[config.mk]
export PLATFORM = sky130hd
export DESIGN_NAME = irq_line_tracker
export DESIGN_NICKNAME = d
export VERILOG_FILES = /design/src/rtl/irq_trk_pkg.sv /design/src/rtl/irq_sync.sv /design/src/rtl/irq_cfg_decode.sv /design/src/rtl/irq_cell.sv /design/src/rtl/irq_line_tracker.sv
export SDC_FILE = /design/constraint.sdc
export NUM_CORES = 1
export LEC_CHECK = 0
export ABC_AREA = 1
export ABC_CLOCK_PERIOD_IN_PS = 5860
export BUFFER_PORTS_ARGS = -buffer_cell sky130_fd_sc_hd__buf_2
export CAP_MARGIN = 30
export CORE_MARGIN = 5
export CORE_UTILIZATION = 51
export CTS_BUF_LIST = sky130_fd_sc_hd__clkbuf_8
export DETAILED_ROUTE_END_ITERATION = 8
export PLACE_DENSITY = 0.78
export SYNTH_ARGS = -nofsm -noshare
export SYNTH_HDL_FRONTEND = slang
export SYNTH_SLANG_ARGS = --single-unit
[constraint.sdc]
create_clock -name clk -period 5.86 [get_ports clk]
set_input_delay 0.586 -clock clk [delete_from_list [all_inputs] [get_ports clk]]
set_output_delay 0.586 -clock clk [all_outputs]
set_load 0.01 [all_outputs]
[src/rtl/irq_trk_pkg.sv]
package irq_trk_pkg;
  typedef enum logic {
    TRIG_LEVEL = 1'b0,
    TRIG_EDGE  = 1'b1
  } trig_mode_e;

  // Trigger-mode byte layout: four IDs per byte, two bits each, upper bit = edge.
  localparam int unsigned IDS_PER_CFG_BYTE = 4;
  localparam int unsigned CFG_EDGE_BIT     = 1;
endpackage

[src/rtl/irq_sync.sv]
module irq_sync #(
  parameter int unsigned W      = 32,
  parameter int unsigned STAGES = 2
) (
  input  logic         clk,
  input  logic         rst_n,
  input  logic [W-1:0] d_i,
  output logic [W-1:0] q_o
);
  logic [W-1:0] stage_q [STAGES];

  always_ff @(posedge clk or negedge rst_n) begin
    if (!rst_n) begin
      for (int s = 0; s < STAGES; s++) stage_q[s] <= '0;
    end else begin
      stage_q[0] <= d_i;
      for (int s = 1; s < STAGES; s++) stage_q[s] <= stage_q[s-1];
    end
  end

  assign q_o = stage_q[STAGES-1];
endmodule

[src/rtl/irq_cfg_decode.sv]
module irq_cfg_decode
  import irq_trk_pkg::*;
#(
  parameter int unsigned NUM_IRQ = 32,
  localparam int unsigned SELW   = $clog2(NUM_IRQ / IDS_PER_CFG_BYTE)
) (
  input  logic               cfg_we_i,
  input  logic [SELW-1:0]    cfg_sel_i,
  input  logic [7:0]         cfg_byte_i,
  output logic [NUM_IRQ-1:0] mode_we_o,
  output logic [NUM_IRQ-1:0] mode_edge_o
);
  logic [IDS_PER_CFG_BYTE-1:0] unused_mode_lo;

  for (genvar j = 0; j < IDS_PER_CFG_BYTE; j++) begin : g_lo
    assign unused_mode_lo[j] = cfg_byte_i[2*j + (1 - CFG_EDGE_BIT)];
  end

  for (genvar i = 0; i < NUM_IRQ; i++) begin : g_irq
    assign mode_we_o[i]   = cfg_we_i && (cfg_sel_i == SELW'(i / IDS_PER_CFG_BYTE));
    assign mode_edge_o[i] = cfg_byte_i[2*(i % IDS_PER_CFG_BYTE) + CFG_EDGE_BIT];
  end
endmodule

[src/rtl/irq_cell.sv]
module irq_cell
  import irq_trk_pkg::*;
#(
  parameter bit FIXED = 1'b0
) (
  input  logic clk,
  input  logic rst_n,
  input  logic line_i,
  input  logic set_en_i,
  input  logic clr_en_i,
  input  logic set_pend_i,
  input  logic clr_pend_i,
  input  logic done_i,
  input  logic mode_we_i,
  input  logic mode_edge_i,
  output logic pend_o,
  output logic en_o
);
  logic       lvl_q, lvl_ld;
  logic       en_q;
  trig_mode_e mode_q;
  logic       is_edge;
  logic       rise, set_req;
  logic       pend_q, pend_d, pend_ld;

  // recorded line level
  always_comb lvl_ld = line_i ^ lvl_q;

  always_ff @(posedge clk or negedge rst_n) begin
    if (!rst_n)      lvl_q <= 1'b0;
    else if (lvl_ld) lvl_q <= line_i;
  end

  if (FIXED) begin : g_fixed
    logic unused_fixed_in;
    assign unused_fixed_in = ^{set_en_i, clr_en_i, mode_we_i, mode_edge_i};
    assign en_q   = 1'b1;
    assign mode_q = TRIG_EDGE;
  end else begin : g_prog
    logic       en_d, en_ld;
    trig_mode_e mode_d;

    always_comb begin
      en_ld  = set_en_i | clr_en_i;
      en_d   = ~clr_en_i;
      mode_d = mode_edge_i ? TRIG_EDGE : TRIG_LEVEL;
    end

    always_ff @(posedge clk or negedge rst_n) begin
      if (!rst_n)     en_q <= 1'b0;
      else if (en_ld) en_q <= en_d;
    end

    always_ff @(posedge clk or negedge rst_n) begin
      if (!rst_n)         mode_q <= TRIG_LEVEL;
      else if (mode_we_i) mode_q <= mode_d;
    end


    clr_en_wins_chk: assert property (@(posedge clk) disable iff (!rst_n)
      clr_en_i |=> !en_o);
  end

  // pending next-state
  always_comb begin
    is_edge = (mode_q == TRIG_EDGE);
    rise    = line_i & ~lvl_q;
    set_req = set_pend_i
            | (rise & (is_edge | en_q))
            | (~is_edge & line_i & (set_en_i | (done_i & en_q)));
    pend_ld = clr_pend_i | set_req;
    pend_d  = ~clr_pend_i;
  end

  always_ff @(posedge clk or negedge rst_n) begin
    if (!rst_n)       pend_q <= 1'b0;
    else if (pend_ld) pend_q <= pend_d;
  end

  assign pend_o = pend_q;
  assign en_o   = en_q;


  clr_pend_wins_chk: assert property (@(posedge clk) disable iff (!rst_n)
    clr_pend_i |=> !pend_o);

  pend_sticky_chk: assert property (@(posedge clk) disable iff (!rst_n)
    (pend_o && !clr_pend_i) |=> pend_o);

  edge_rise_chk: assert property (@(posedge clk) disable iff (!rst_n)
    (line_i && !lvl_q && is_edge && !clr_pend_i) |=> pend_o);

  level_enable_repend_chk: assert property (@(posedge clk) disable iff (!rst_n)
    (set_en_i && !is_edge && line_i && !clr_pend_i) |=> pend_o);

  level_done_repend_chk: assert property (@(posedge clk) disable iff (!rst_n)
    (done_i && en_o && !is_edge && line_i && !clr_pend_i) |=> pend_o);

  set_pend_chk: assert property (@(posedge clk) disable iff (!rst_n)
    (set_pend_i && !clr_pend_i) |=> pend_o);
endmodule

[src/rtl/irq_line_tracker.sv]
module irq_line_tracker
  import irq_trk_pkg::*;
#(
  parameter int unsigned NUM_IRQ     = 32,
  parameter int unsigned FIXED_IRQS  = 16,
  parameter int unsigned SYNC_STAGES = 2,
  localparam int unsigned IDW        = $clog2(NUM_IRQ),
  localparam int unsigned SELW       = $clog2(NUM_IRQ / IDS_PER_CFG_BYTE)
) (
  input  logic               clk,
  input  logic               rst_n,
  input  logic [NUM_IRQ-1:0] irq_raw_i,
  input  logic [NUM_IRQ-1:0] set_en_i,
  input  logic [NUM_IRQ-1:0] clr_en_i,
  input  logic [NUM_IRQ-1:0] set_pend_i,
  input  logic [NUM_IRQ-1:0] clr_pend_i,
  input  logic               done_vld_i,
  input  logic [IDW-1:0]     done_id_i,
  input  logic               cfg_we_i,
  input  logic [SELW-1:0]    cfg_sel_i,
  input  logic [7:0]         cfg_byte_i,
  output logic [NUM_IRQ-1:0] pend_o,
  output logic [NUM_IRQ-1:0] en_o
);
  logic [1:0]         rst_pipe_q;
  logic               rst_n_int;
  logic [NUM_IRQ-1:0] line_sync;
  logic [NUM_IRQ-1:0] mode_we, mode_edge;
  logic [NUM_IRQ-1:0] done_hit;

  always_ff @(posedge clk or negedge rst_n) begin
    if (!rst_n) rst_pipe_q <= 2'b00;
    else        rst_pipe_q <= {rst_pipe_q[0], 1'b1};
  end
  assign rst_n_int = rst_pipe_q[1];

  irq_sync #(.W(NUM_IRQ), .STAGES(SYNC_STAGES)) u_sync (
    .clk   (clk),
    .rst_n (rst_n_int),
    .d_i   (irq_raw_i),
    .q_o   (line_sync)
  );

  irq_cfg_decode #(.NUM_IRQ(NUM_IRQ)) u_cfg (
    .cfg_we_i    (cfg_we_i),
    .cfg_sel_i   (cfg_sel_i),
    .cfg_byte_i  (cfg_byte_i),
    .mode_we_o   (mode_we),
    .mode_edge_o (mode_edge)
  );

  for (genvar i = 0; i < NUM_IRQ; i++) begin : g_cell
    assign done_hit[i] = done_vld_i && (done_id_i == IDW'(i));

    irq_cell #(.FIXED(i < FIXED_IRQS)) u_cell (
      .clk         (clk),
      .rst_n       (rst_n_int),
      .line_i      (line_sync[i]),
      .set_en_i    (set_en_i[i]),
      .clr_en_i    (clr_en_i[i]),
      .set_pend_i  (set_pend_i[i]),
      .clr_pend_i  (clr_pend_i[i]),
      .done_i      (done_hit[i]),
      .mode_we_i   (mode_we[i]),
      .mode_edge_i (mode_edge[i]),
      .pend_o      (pend_o[i]),
      .en_o        (en_o[i])
    );
  end


  fixed_enabled_chk: assert property (@(posedge clk) disable iff (!rst_n_int)
    (|clr_en_i[FIXED_IRQS-1:0]) |=> (&en_o[FIXED_IRQS-1:0]));
endmodule

==> run_results.csv <==
group,metric,value,unit
outcome,status,"completed",
clocking,htree_levels,4,
detailed_routing,wl_per_cell,13.4,um
timing,fin_ws,4.25,ns
synthesis,ys_seq_area_share,61.2,%
grt,grt.overflow.total,0,
detailed_routing,ant_nets,0,
timing,setup_tns,0,ns
critical_path,crit_arrival,1.02,ns
die,start_util,52.3,%
detailed_routing,drc,0,
synthesis,netlist.area_leader.share,61.2,%
placement,finalWeightedCongestion,0.799,
clocking,cts_tree,"yes",
detailed_routing,wirelength,13.3,mm
grt,grt_pass1_vias,4452,
critical_path,crit_chain,"buf_2",
critical_path,critical_path.max_fanout,3,
timing,slew_violations,0,
cells_and_area,area_growth_syn_to_layout,19.9,%
power,powerDensity,365,nW/um^2
synthesis,synthTopCellsByArea,"dfrtp_1, buf_4, ha_1, inv_1, nand2_1",
power,vdd_drop_max,0.000205,V
detailed_routing,via_per_inst,4.58,
cells_and_area,n_fill_cell,1058,
timing,hold_viol,0,
critical_path,criticalPathCategory,"reg2out",
cells_and_area,seq_area,4060,sq um
detailed_routing,vias,4547,
critical_path,cp_num_buf_inv,1,
synthesis,syn-instance-count,641,
clocking,clk-insertion-delay-late,0.45,ns
critical_path,cp-start-kind,"register",
critical_path,cp_top_family,"flip-flops",
critical_path,setup.worst_path.end_class,"primary output",
clocking,clock-sinks,162,
detailed_routing,initialDrtViolationCount,165,
timing,setup_viol,0,
critical_path,crit_slowest_cell,"dfrtp_1",
die,dieArea,15400,sq um
die,die_y,124,um
grt,grt.total_usage,18.3,%
synthesis,netlist_area,6630,sq um
critical_path,crit_required,5.27,ns
clocking,clock_tree.root_cell,"clkbuf_8",
synthesis,syn_area_per_cell,10.3,sq um
power,p_leak,4.25,nW
synthesis,ys_warn_count,0,
placement,hpwl,10.2,mm
grt,grt_pass1_wl,20.9,mm
clocking,path_clk_slew,0.09,ns
detailed_routing,dr.pass1.iters,4,
power,finalPower,2.90,mW
die,core-area,12700,sq um
timing,fin_crit,1.61,ns
placement,dp_worst_setup_slack,4.02,ns
timing,fin_crit_sh,27.4,%
hold_path,hp-class,"reg2async",
grt,antenna_found_initial,0,
clocking,post_cts_buffers,0,
timing,rsz0062_at_grt,"no",
cells_and_area,drive_gt1_share,29.1,%
critical_path,max_stage_delay,0.41,ns
timing,finalClockSkew,0.0113,ns
synthesis,ys_ff_latch,162,
synthesis,synth_top_cell_by_area,"dfrtp_1",
synthesis,ys_types,17,
run,cap_viol_max_count,0,
die,rows,41,
timing,timing.fmax,622,MHz
clocking,cts_buffer_depth,2,
cells_and_area,multiInputGateArea,1820,sq um
die,die_w,124,um
placement,io_buffer_count,191,
cells_and_area,final_nets,1019,
clocking,numCtsBuffers,17,
die,io_pins,244,
cells_and_area,n_antenna_cell,0,
grt,grt_max_degree,76,
-- layout make-up --
class                   count  share of cell area, %
clock buffers              19                   3.29
repair buffers            195                   12.9
clock inverters            13                   2.88
inverters                  90                   4.25
multi-input cells         341                   22.9
well taps                 172                   2.71
flip-flops and latches    162                   51.1
-- metrics by stage --
stage	hold WS (ns)	instance area (sq um)	instances	util, %
6_report	0.128	7950	992	62.7
5_1_grt	0.137	7950	992	62.7
4_1_cts	0.199	7920	991	62.5
3_5_place_dp	0.335	7420	958	58.5
3_3_place_gp	0.332	7390	957	58.3
2_1_floorplan	0.290	6690	657	-
-- flip-flops by register name (all words and copies together) (netlist names) --
| signal | count |
|---|---|
| rst_pipe_q | 2 |
| u_sync.q_o | 32 |
| u_sync.stage_q | 32 |
| g_cell.u_cell.is_edge | 16 |
| g_cell.u_cell.pend_o | 32 |
| g_cell.u_cell.en_o | 16 |
| g_cell.u_cell.lvl_q | 32 |
-- cells in the final DEF (no fill, tap or decap), drive strengths merged --
cell type | synthesis | layout
ha | 32 | 32
a21oi | 52 | 52
o21ai | 28 | 28
o21a | 16 | 16
nor2 | 75 | 75
bufinv | 0 | 6
dlygate4sd3 | 0 | 1
buf | 64 | 194
nor3 | 32 | 32
inv | 90 | 94
nand2 | 86 | 86
clkinv | 0 | 3
clkbuf | 0 | 19
dfrtp | 162 | 162
nand3 | 3 | 3
conb | 1 | 17
-- final timing paths --
| kind | start | endpoint | slack (ns) | cells after the start |
|---|---|---|---|---|
| setup / recovery | g_cell[18].u_cell.en_o$_DFFE_PN0P_ | en_o[18] | 4.25 | 1 |
| hold / removal | rst_pipe_q[1]$_DFF_PN0_ | u_sync.stage_q[43]$_DFF_PN0_ | 0.13 | 0 |
| hold reg to reg | rst_pipe_q[1]$_DFF_PN0_ | u_sync.stage_q[43]$_DFF_PN0_ | 0.13 | 0 |
| max in group asynchronous | rst_pipe_q[1]$_DFF_PN0_ | u_sync.q_o[9]$_DFF_PN0_ | 4.44 | 3 |
| min in group clk | irq_raw_i[23] | u_sync.stage_q[55]$_DFF_PN0_ | 0.24 | 1 |
| setup reg to reg | rst_pipe_q[1]$_DFF_PN0_ | u_sync.q_o[9]$_DFF_PN0_ | 4.44 | 3 |
-- worst register-to-register path: cells and delay by family (launching register included) --
family	cells	cell delay (ns)
buf+inv	3	1.08
flops	1	0.48
-- metal layers --
metal | up-vias | GRT usage, % | routed length, um
li1 | 2279 | - | -
met5 | - | 0 | 0
met4 | 0 | 8.35 | 345
met2 | 169 | 29.3 | 6150
met3 | 26 | 6.18 | 1250
met1 | 2073 | 22.4 | 5520
-- what timing repair did --
item	in CTS	in global routing
hold endpoints to repair	2	0
hold buffers	1	0
resized for setup	0	0
-- cell usage after synthesis --
library cell / n
o21ai_0: 26
nand2_2: 2
conb_1: 1
o21ai_1: 2
ha_1: 32
nand2_1: 84
inv_2: 1
buf_4: 64
nor3_1: 32
o21a_1: 16
nand3_2: 3
a21oi_1: 52
nor2_4: 3
dfrtp_1: 162
nor2_1: 68
nor2_2: 4
inv_1: 89
-- cell families after synthesis --
group,after synthesis,synth area share (%)
other,1,0.0566
AO/OA/AOI/OAI,96,7.85
adder cells (fa/ha/maj),32,6.04
buffers and inverters,154,12.3
AND/OR/NAND/NOR,196,12.6
flip-flops,162,61.2
-- power breakdown --
part	switching, mW	internal [mW]
combinational	0.296	0.239
sequential	0.0875	1.30
clock	0.398	0.575
total	0.782	2.12
Note: power is estimated with default switching activity, not from simulation.
